<file path="src/rtl/icl_pkg.sv">
package icl_pkg;

    localparam int unsigned NUM_WAYS   = 2;
    localparam logic        PINNED_WAY = 1'b0;

    typedef enum logic [1:0] {
        ST_IDLE = 2'd0,
        ST_LOAD = 2'd1,
        ST_MISS = 2'd2
    } icl_state_e;

    // Victim choice: a pinned cache always refills the free way.
    function automatic logic pick_victim(input logic pinned, input logic lru_bit);
        return pinned ? ~PINNED_WAY : lru_bit;
    endfunction

    // Way 0 wins when both ways match.
    function automatic logic pick_hit_way(input logic [NUM_WAYS-1:0] hits);
        return hits[0] ? 1'b0 : 1'b1;
    endfunction

endpackage

</file>
<file path="src/rtl/icl_store.sv">
module icl_store
    import icl_pkg::*;
#(
    parameter int unsigned DATA_W = 32,
    parameter int unsigned SETS   = 8,
    parameter int unsigned WORDS  = 4,
    parameter int unsigned TAG_W  = 11
) (
    input  logic                              clk,
    input  logic                              rst,
    input  logic [$clog2(SETS)-1:0]           rd_idx,
    input  logic [TAG_W-1:0]                  rd_tag,
    input  logic [$clog2(WORDS)-1:0]          rd_off,
    output logic [NUM_WAYS-1:0]               hit_vec,
    output logic [NUM_WAYS-1:0][DATA_W-1:0]   rd_word,
    output logic                              lru_bit,
    input  logic                              wr_en,
    input  logic                              wr_way,
    input  logic [$clog2(SETS)-1:0]           wr_idx,
    input  logic [$clog2(WORDS)-1:0]          wr_off,
    input  logic [DATA_W-1:0]                 wr_data,
    input  logic                              cm_en,
    input  logic [TAG_W-1:0]                  cm_tag,
    input  logic                              lru_en,
    input  logic [$clog2(SETS)-1:0]           lru_idx,
    input  logic                              lru_val,
    input  logic                              pin_guard
);
    localparam int unsigned IDX_W = $clog2(SETS);

    logic [SETS-1:0] lru_q;

    assign lru_bit = lru_q[rd_idx];

    for (genvar w = 0; w < NUM_WAYS; w++) begin : g_way
        logic [DATA_W-1:0] data_q [SETS][WORDS];
        logic [TAG_W-1:0]  tag_q  [SETS];
        logic [WORDS-1:0]  vld_q  [SETS];
        logic              sel;

        assign sel        = (wr_way == 1'(w));
        assign hit_vec[w] = vld_q[rd_idx][rd_off] && (tag_q[rd_idx] == rd_tag);
        assign rd_word[w] = data_q[rd_idx][rd_off];

        always_ff @(posedge clk) begin
            if (wr_en && sel) begin
                data_q[wr_idx][wr_off] <= wr_data;
            end
        end

        // Tag and all word-valid bits are committed when the line completes.
        always_ff @(posedge clk) begin
            if (rst) begin
                for (int s = 0; s < SETS; s++) begin
                    vld_q[s] <= '0;
                    tag_q[s] <= '0;
                end
            end else if (cm_en && sel) begin
                tag_q[wr_idx] <= cm_tag;
                vld_q[wr_idx] <= '1;
            end
        end
    end

    always_ff @(posedge clk) begin
        if (rst) begin
            lru_q <= '0;
        end else if (lru_en) begin
            lru_q[lru_idx] <= lru_val;
        end
    end

    // a miss fill while pinned never writes the pinned way
    a_r4_pinned_way_kept: assert property (@(posedge clk) disable iff (rst)
        (pin_guard && (wr_en || cm_en)) |-> (wr_way != PINNED_WAY));

    // after reset no way reports a hit
    a_r10_empty_after_reset: assert property (@(posedge clk)
        $past(rst) |-> (hit_vec == '0));

    logic [IDX_W-1:0] unused_idx_chk;
    assign unused_idx_chk = lru_idx;

endmodule

</file>
<file path="src/rtl/icl_seq.sv">
module icl_seq
    import icl_pkg::*;
#(
    parameter int unsigned ADDR_W = 16,
    parameter int unsigned DATA_W = 32,
    parameter int unsigned SETS   = 8,
    parameter int unsigned WORDS  = 4
) (
    input  logic                            clk,
    input  logic                            rst,
    input  logic                            cfg_valid,
    input  logic                            cfg_lock,
    input  logic [ADDR_W-$clog2(WORDS)-1:0] cfg_line,
    output logic                            cfg_ready,
    input  logic                            lk_valid,
    input  logic [ADDR_W-$clog2(WORDS)-1:0] lk_line,
    input  logic [$clog2(WORDS)-1:0]        lk_off,
    output logic                            lk_ready,
    input  logic [NUM_WAYS-1:0]             hit_vec,
    input  logic [NUM_WAYS-1:0][DATA_W-1:0] rd_word,
    input  logic                            lru_bit,
    output logic                            rsp_valid,
    output logic                            rsp_hit,
    output logic                            rsp_way,
    output logic [DATA_W-1:0]               rsp_data,
    output logic                            mem_req,
    output logic [ADDR_W-1:0]               mem_addr,
    input  logic                            mem_ack,
    input  logic [DATA_W-1:0]               mem_rdata,
    output logic                            busy,
    output logic                            done,
    output logic                            locked,
    output logic                            wr_en,
    output logic                            wr_way,
    output logic [$clog2(SETS)-1:0]         wr_idx,
    output logic [$clog2(WORDS)-1:0]        wr_off,
    output logic [DATA_W-1:0]               wr_data,
    output logic                            cm_en,
    output logic [ADDR_W-$clog2(WORDS)-$clog2(SETS)-1:0] cm_tag,
    output logic                            lru_en,
    output logic [$clog2(SETS)-1:0]         lru_idx,
    output logic                            lru_val,
    output logic                            pin_guard
);
    localparam int unsigned OFF_W  = $clog2(WORDS);
    localparam int unsigned IDX_W  = $clog2(SETS);
    localparam int unsigned LINE_W = ADDR_W - OFF_W;
    localparam logic [OFF_W-1:0] LAST_WORD = OFF_W'(WORDS - 1);
    localparam logic [IDX_W-1:0] LAST_SET  = IDX_W'(SETS - 1);

    icl_state_e        state_q;
    logic [LINE_W-1:0] line_q;
    logic [OFF_W-1:0]  woff_q, roff_q;
    logic [IDX_W-1:0]  cnt_q;
    logic              way_q, lock_q, done_q;
    logic              rsp_valid_q, rsp_hit_q, rsp_way_q;
    logic [DATA_W-1:0] rsp_data_q;

    logic idle, lk_fire, any_hit, hit_way, line_end, walk_end;

    assign idle      = (state_q == ST_IDLE);
    assign cfg_ready = idle;
    assign lk_ready  = idle && !cfg_valid;
    assign lk_fire   = lk_valid && lk_ready;
    assign any_hit   = |hit_vec;
    assign hit_way   = pick_hit_way(hit_vec);

    assign mem_req   = !idle;
    assign mem_addr  = {line_q, woff_q};
    assign wr_en     = mem_req && mem_ack;
    assign wr_way    = way_q;
    assign wr_idx    = line_q[IDX_W-1:0];
    assign wr_off    = woff_q;
    assign wr_data   = mem_rdata;
    assign line_end  = wr_en && (woff_q == LAST_WORD);
    assign walk_end  = line_end && (state_q == ST_LOAD) && (cnt_q == LAST_SET);
    assign cm_en     = line_end;
    assign cm_tag    = line_q[LINE_W-1:IDX_W];
    assign pin_guard = lock_q && (state_q == ST_MISS);

    assign lru_en    = (lk_fire && any_hit) || ((state_q == ST_MISS) && line_end);
    assign lru_idx   = lk_fire ? lk_line[IDX_W-1:0] : line_q[IDX_W-1:0];
    assign lru_val   = lk_fire ? ~hit_way : ~way_q;

    assign busy      = !idle;
    assign done      = done_q;
    assign locked    = lock_q;
    assign rsp_valid = rsp_valid_q;
    assign rsp_hit   = rsp_hit_q;
    assign rsp_way   = rsp_way_q;
    assign rsp_data  = rsp_data_q;

    always_ff @(posedge clk) begin
        if (rst) begin
            state_q     <= ST_IDLE;
            line_q      <= '0;
            woff_q      <= '0;
            roff_q      <= '0;
            cnt_q       <= '0;
            way_q       <= 1'b0;
            lock_q      <= 1'b0;
            done_q      <= 1'b0;
            rsp_valid_q <= 1'b0;
            rsp_hit_q   <= 1'b0;
            rsp_way_q   <= 1'b0;
            rsp_data_q  <= '0;
        end else begin
            done_q      <= 1'b0;
            rsp_valid_q <= 1'b0;
            case (state_q)
                ST_IDLE: begin
                    if (cfg_valid) begin
                        if (cfg_lock) begin
                            line_q  <= cfg_line;
                            woff_q  <= '0;
                            cnt_q   <= '0;
                            way_q   <= PINNED_WAY;
                            state_q <= ST_LOAD;
                        end else begin
                            lock_q  <= 1'b0;
                        end
                    end else if (lk_fire) begin
                        if (any_hit) begin
                            rsp_valid_q <= 1'b1;
                            rsp_hit_q   <= 1'b1;
                            rsp_way_q   <= hit_way;
                            rsp_data_q  <= rd_word[hit_way];
                        end else begin
                            line_q  <= lk_line;
                            roff_q  <= lk_off;
                            woff_q  <= '0;
                            way_q   <= pick_victim(lock_q, lru_bit);
                            state_q <= ST_MISS;
                        end
                    end
                end
                ST_LOAD: begin
                    if (mem_ack) begin
                        woff_q <= woff_q + 1'b1;
                        if (line_end) begin
                            line_q <= line_q + 1'b1;
                            cnt_q  <= cnt_q + 1'b1;
                            if (cnt_q == LAST_SET) begin
                                state_q <= ST_IDLE;
                                done_q  <= 1'b1;
                                lock_q  <= 1'b1;
                            end
                        end
                    end
                end
                ST_MISS: begin
                    if (mem_ack) begin
                        woff_q <= woff_q + 1'b1;
                        if (woff_q == roff_q) begin
                            rsp_data_q <= mem_rdata;
                        end
                        if (line_end) begin
                            rsp_valid_q <= 1'b1;
                            rsp_hit_q   <= 1'b0;
                            rsp_way_q   <= way_q;
                            state_q     <= ST_IDLE;
                        end
                    end
                end
                default: state_q <= ST_IDLE;
            endcase
        end
    end

    // the completion pulse lasts one cycle
    a_r2_done_single: assert property (@(posedge clk) disable iff (rst)
        done |=> !done);

    // completion coincides with the pin and the end of busy
    a_r2_done_pins: assert property (@(posedge clk) disable iff (rst)
        done |-> (locked && !busy));

    // a request is held with a stable address until acknowledged
    a_r11_req_hold: assert property (@(posedge clk) disable iff (rst)
        (mem_req && !mem_ack) |=> (mem_req && $stable(mem_addr)));

    // the preload walk reads consecutive word addresses
    a_r1_consecutive: assert property (@(posedge clk) disable iff (rst)
        ((state_q == ST_LOAD) && mem_ack && !walk_end) |=>
            (mem_addr == $past(mem_addr) + 1'b1));

    // an unpin command clears the pin at the next edge
    a_r7_unpin: assert property (@(posedge clk) disable iff (rst)
        (cfg_valid && cfg_ready && !cfg_lock) |=> !locked);

endmodule

</file>
<file path="src/rtl/icache_lock_ctl.sv">
module icache_lock_ctl
    import icl_pkg::*;
#(
    parameter int unsigned ADDR_W = 16,
    parameter int unsigned DATA_W = 32,
    parameter int unsigned SETS   = 8,
    parameter int unsigned WORDS  = 4
) (
    input  logic              clk,
    input  logic              rst,
    input  logic              cfg_valid,
    input  logic              cfg_lock,
    input  logic [ADDR_W-1:0] cfg_addr,
    output logic              cfg_ready,
    input  logic              lk_valid,
    input  logic [ADDR_W-1:0] lk_addr,
    output logic              lk_ready,
    output logic              rsp_valid,
    output logic              rsp_hit,
    output logic              rsp_way,
    output logic [DATA_W-1:0] rsp_data,
    output logic              mem_req,
    output logic [ADDR_W-1:0] mem_addr,
    input  logic              mem_ack,
    input  logic [DATA_W-1:0] mem_rdata,
    output logic              busy,
    output logic              done,
    output logic              locked
);
    localparam int unsigned OFF_W  = $clog2(WORDS);
    localparam int unsigned IDX_W  = $clog2(SETS);
    localparam int unsigned LINE_W = ADDR_W - OFF_W;
    localparam int unsigned TAG_W  = LINE_W - IDX_W;

    logic [NUM_WAYS-1:0]             hit_vec;
    logic [NUM_WAYS-1:0][DATA_W-1:0] rd_word;
    logic                            lru_bit;
    logic                            wr_en, wr_way, cm_en, lru_en, lru_val, pin_guard;
    logic [IDX_W-1:0]                wr_idx, lru_idx;
    logic [OFF_W-1:0]                wr_off;
    logic [DATA_W-1:0]               wr_data;
    logic [TAG_W-1:0]                cm_tag;
    logic                            unused_cfg_off;

    assign unused_cfg_off = ^cfg_addr[OFF_W-1:0];

    icl_seq #(
        .ADDR_W(ADDR_W), .DATA_W(DATA_W), .SETS(SETS), .WORDS(WORDS)
    ) u_seq (
        .clk       (clk),
        .rst       (rst),
        .cfg_valid (cfg_valid),
        .cfg_lock  (cfg_lock),
        .cfg_line  (cfg_addr[ADDR_W-1:OFF_W]),
        .cfg_ready (cfg_ready),
        .lk_valid  (lk_valid),
        .lk_line   (lk_addr[ADDR_W-1:OFF_W]),
        .lk_off    (lk_addr[OFF_W-1:0]),
        .lk_ready  (lk_ready),
        .hit_vec   (hit_vec),
        .rd_word   (rd_word),
        .lru_bit   (lru_bit),
        .rsp_valid (rsp_valid),
        .rsp_hit   (rsp_hit),
        .rsp_way   (rsp_way),
        .rsp_data  (rsp_data),
        .mem_req   (mem_req),
        .mem_addr  (mem_addr),
        .mem_ack   (mem_ack),
        .mem_rdata (mem_rdata),
        .busy      (busy),
        .done      (done),
        .locked    (locked),
        .wr_en     (wr_en),
        .wr_way    (wr_way),
        .wr_idx    (wr_idx),
        .wr_off    (wr_off),
        .wr_data   (wr_data),
        .cm_en     (cm_en),
        .cm_tag    (cm_tag),
        .lru_en    (lru_en),
        .lru_idx   (lru_idx),
        .lru_val   (lru_val),
        .pin_guard (pin_guard)
    );

    icl_store #(
        .DATA_W(DATA_W), .SETS(SETS), .WORDS(WORDS), .TAG_W(TAG_W)
    ) u_store (
        .clk       (clk),
        .rst       (rst),
        .rd_idx    (lk_addr[OFF_W +: IDX_W]),
        .rd_tag    (lk_addr[ADDR_W-1:OFF_W+IDX_W]),
        .rd_off    (lk_addr[OFF_W-1:0]),
        .hit_vec   (hit_vec),
        .rd_word   (rd_word),
        .lru_bit   (lru_bit),
        .wr_en     (wr_en),
        .wr_way    (wr_way),
        .wr_idx    (wr_idx),
        .wr_off    (wr_off),
        .wr_data   (wr_data),
        .cm_en     (cm_en),
        .cm_tag    (cm_tag),
        .lru_en    (lru_en),
        .lru_idx   (lru_idx),
        .lru_val   (lru_val),
        .pin_guard (pin_guard)
    );

endmodule

</file>
<file path="config.mk">
export PLATFORM = sky130hd
export DESIGN_NAME = icache_lock_ctl
export DESIGN_NICKNAME = d
export VERILOG_FILES = /design/src/rtl/icl_pkg.sv /design/src/rtl/icl_store.sv /design/src/rtl/icl_seq.sv /design/src/rtl/icache_lock_ctl.sv
export SDC_FILE = /design/constraint.sdc
export NUM_CORES = 2
export LEC_CHECK = 0
export CAP_MARGIN = 20
export CORE_UTILIZATION = 60
export DETAILED_ROUTE_END_ITERATION = 10
export PLACE_DENSITY = 0.77
export REMOVE_ABC_BUFFERS = 1
export SLEW_MARGIN = 20
export SYNTH_ARGS = -nofsm -noshare
export SYNTH_HDL_FRONTEND = slang
export SYNTH_HIERARCHICAL = 1
export SYNTH_SLANG_ARGS = --single-unit
</file>
<file path="constraint.sdc">
create_clock -name clk -period 4.1 [get_ports clk]
set_input_delay 0.41 -clock clk [delete_from_list [all_inputs] [get_ports clk]]
set_output_delay 0.41 -clock clk [all_outputs]
set_load 0.05 [all_outputs]
</file>
==> results.ini <==
[run_status]
status=completed

[critical_path]
cp.required_ns=4.84
path_max_fanout=32
cp.arrival_ns=4.27
cp-start-kind=flip-flop
end_kind=flip-flop
worstSetupPathType=flip-flop to flip-flop

[clock_network]
insertion_delay_ns=0.84
h-tree-depth=4
ctsResizeCount=0
cts_buffers=219
clockBufferDepth=3
cts-root-buf=clkbuf_16
cts_setup_buffers=0
hold_buffers=3
cts_tree=built
clkTransAtPathRegs_ns=0.06
clock_sinks=2309

[job]
max_cap_violations=0

[routing]
drtIter0Drc=6215
first_pass_iters=7
drc=0
drt_wl_total_microns=231000
routedWlPerCell_microns=34.80
viasPerCell=6.878
num_vias=45671
ant_nets=0

[timing]
final-setup-viol-count=0
relSlewSlack=0.2352
rsz0062_at_grt=false
skew_ns=0.03311
slew_viol_final=0
period_needed_ns=3.525
max_freq_mhz=283.7
fin_setup_tns_ns=0
final_hold_viol_count=0
min_period_over_period=0.8599
tightest_slew_ns=1.147
fin_ws_ns=0.5745

[power_and_ir_drop]
p_per_area_mw_per_mm2=488.3
ir_drop_mv=0.4545
p_leak_nw=32.63

[placed_design]
pre_cts_ws_ns=0.3029
hpwl_microns=114800
portBuffers=124
place_congestion=0.8669

[die]
ios=127
dieWidth_microns=391.8
die_h_microns=391.8
die_area_sq_mm=0.1535
start_util=0.6066
coreArea_sq_mm=0.1503
std_cell_rows=142

[grt]
grt_pass1_wl_microns=329600
track_usage=0.3067
antenna_found_initial=3
grt_pass1_vias=46174
grt_max_degree=122
grt_remaining_overflow=0

[cells_and_area]
nets=4512
drive_above_1_share=0.2976
syn2layout_area_growth_pct=13.40

[synthesis]
synth_area_sq_mm=0.09118
yosys_warnings=6
avgSynthCellArea_sq_um=21.79
synthCells=4185

[hold_path]
hold_path_class=input port to flip-flop

final timing paths:
check,endpoint,depth (start not counted),slack [ns],startpoint
setup reg to reg,u_seq/rsp_data[28]$_SDFFE_PP0P_,11,0.57,u_store/g_way[0].tag_q[2][5]$_SDFFCE_PN0P_
hold / removal,u_store/g_way[1].data_q[1][31]$_DFFE_PP_,1,0.02,mem_rdata[31]
setup / recovery,u_seq/rsp_data[28]$_SDFFE_PP0P_,11,0.57,u_store/g_way[0].tag_q[2][5]$_SDFFCE_PN0P_
hold reg to reg,u_store/g_way[1].vld_q[2][2]$_SDFFE_PP1P_,1,0.45,u_store/g_way[1].vld_q[2][2]$_SDFFE_PP1P_
layout by cell type (no fill, tap or decap), types with 5 or more instances in the layout:
master / n
a21o_1: 18
edfxtp_1: 2224
a21oi_1: 53
buf_2: 25
nor2_4: 64
clkbuf_16: 223
o21ai_0: 73
clkinv_2: 34
dfxtp_1: 85
nand2b_1: 11
buf_12: 73
nor2b_1: 6
ha_1: 7
bufinv_16: 20
nor2_1: 43
mux2_2: 74
mux2i_1: 82
nand3b_1: 7
clkbuf_8: 6
o21ai_1: 16
nand4_1: 11
and2_1: 177
clkinv_1: 45
nand3_1: 53
nor4_1: 5
clkdlybuf4s50_1: 86
xor2_1: 21
buf_4: 137
nand2_1: 75
inv_6: 5
nor3_1: 7
a31oi_1: 7
clkbuf_1: 63
nand4b_1: 7
mux4_2: 686
inv_1: 10
final cells by class:
class / instances / area [sq um]
inverters: 12 / 45.04
clock buffers: 292 / 5899
diodes: 3 / 7.507
clock inverters: 116 / 1179
well taps: 2016 / 2522
multi-input cells: 1562 / 21680
repair buffers: 330 / 3583
flip-flops and latches: 2309 / 68490
fillers: 8877 / 46900
per-layer routing:
metal / part of all wire / GRT usage
met1: 0.35 / 0.4191
met2: 0.49 / 0.4921
met3: 0.12 / 0.06374
met4: 0.042 / 0.1188
met5: 0.00018 / 0
critical path, stage by stage, from the launching register on:
cell and delay (ns):
edfxtp_1 0.36, mux4_2 0.50, mux2i_1 0.21, xor2_1 0.18, o2111ai_1 0.17, nor3_2 0.59, nor2_1 0.21, buf_4 0.21
a221oi_4 0.32, buf_12 0.26, nand3_1 0.15, a21oi_1 0.25
power breakdown:
part	internal [mW]	switching (mW)	leakage [nW]	total, mW
sequential	26.1	0.271	20.9	26.4
combinational	1.49	2.57	8.27	4.06
clock	11.4	8.69	3.45	20.1
flip-flops by register name, summed over array words and instances (netlist names):
signal,flops
u_seq/cnt_q,3
u_seq/done,1
u_seq/line_q,14
u_seq/locked,1
u_seq/roff_q,2
u_seq/rsp_data,32
u_seq/rsp_hit,1
u_seq/rsp_valid,1
u_seq/rsp_way,1
u_seq/state_q,2
u_seq/wr_off,2
u_seq/wr_way,1
u_store/g_way.data_q,2048
u_store/g_way.tag_q,176
u_store/g_way.vld_q,16
u_store/lru_q,8
stage by stage:
step           area (sq um)  hold WS, ns  cells  power [mW]    util
6_report             103400      0.02234   6640       50.49  0.6880
5_1_grt              103400     0.008575   6638       51.71  0.6879
4_1_cts              103300      0.01219   6634       50.64  0.6874
3_5_place_dp          96220       0.4399   6223       30.82  0.6402
3_3_place_gp          96220       0.4309   6223       30.71  0.6402
2_1_floorplan         89700       0.4218   3883       28.75       -
(Power assumes the default switching activity.)
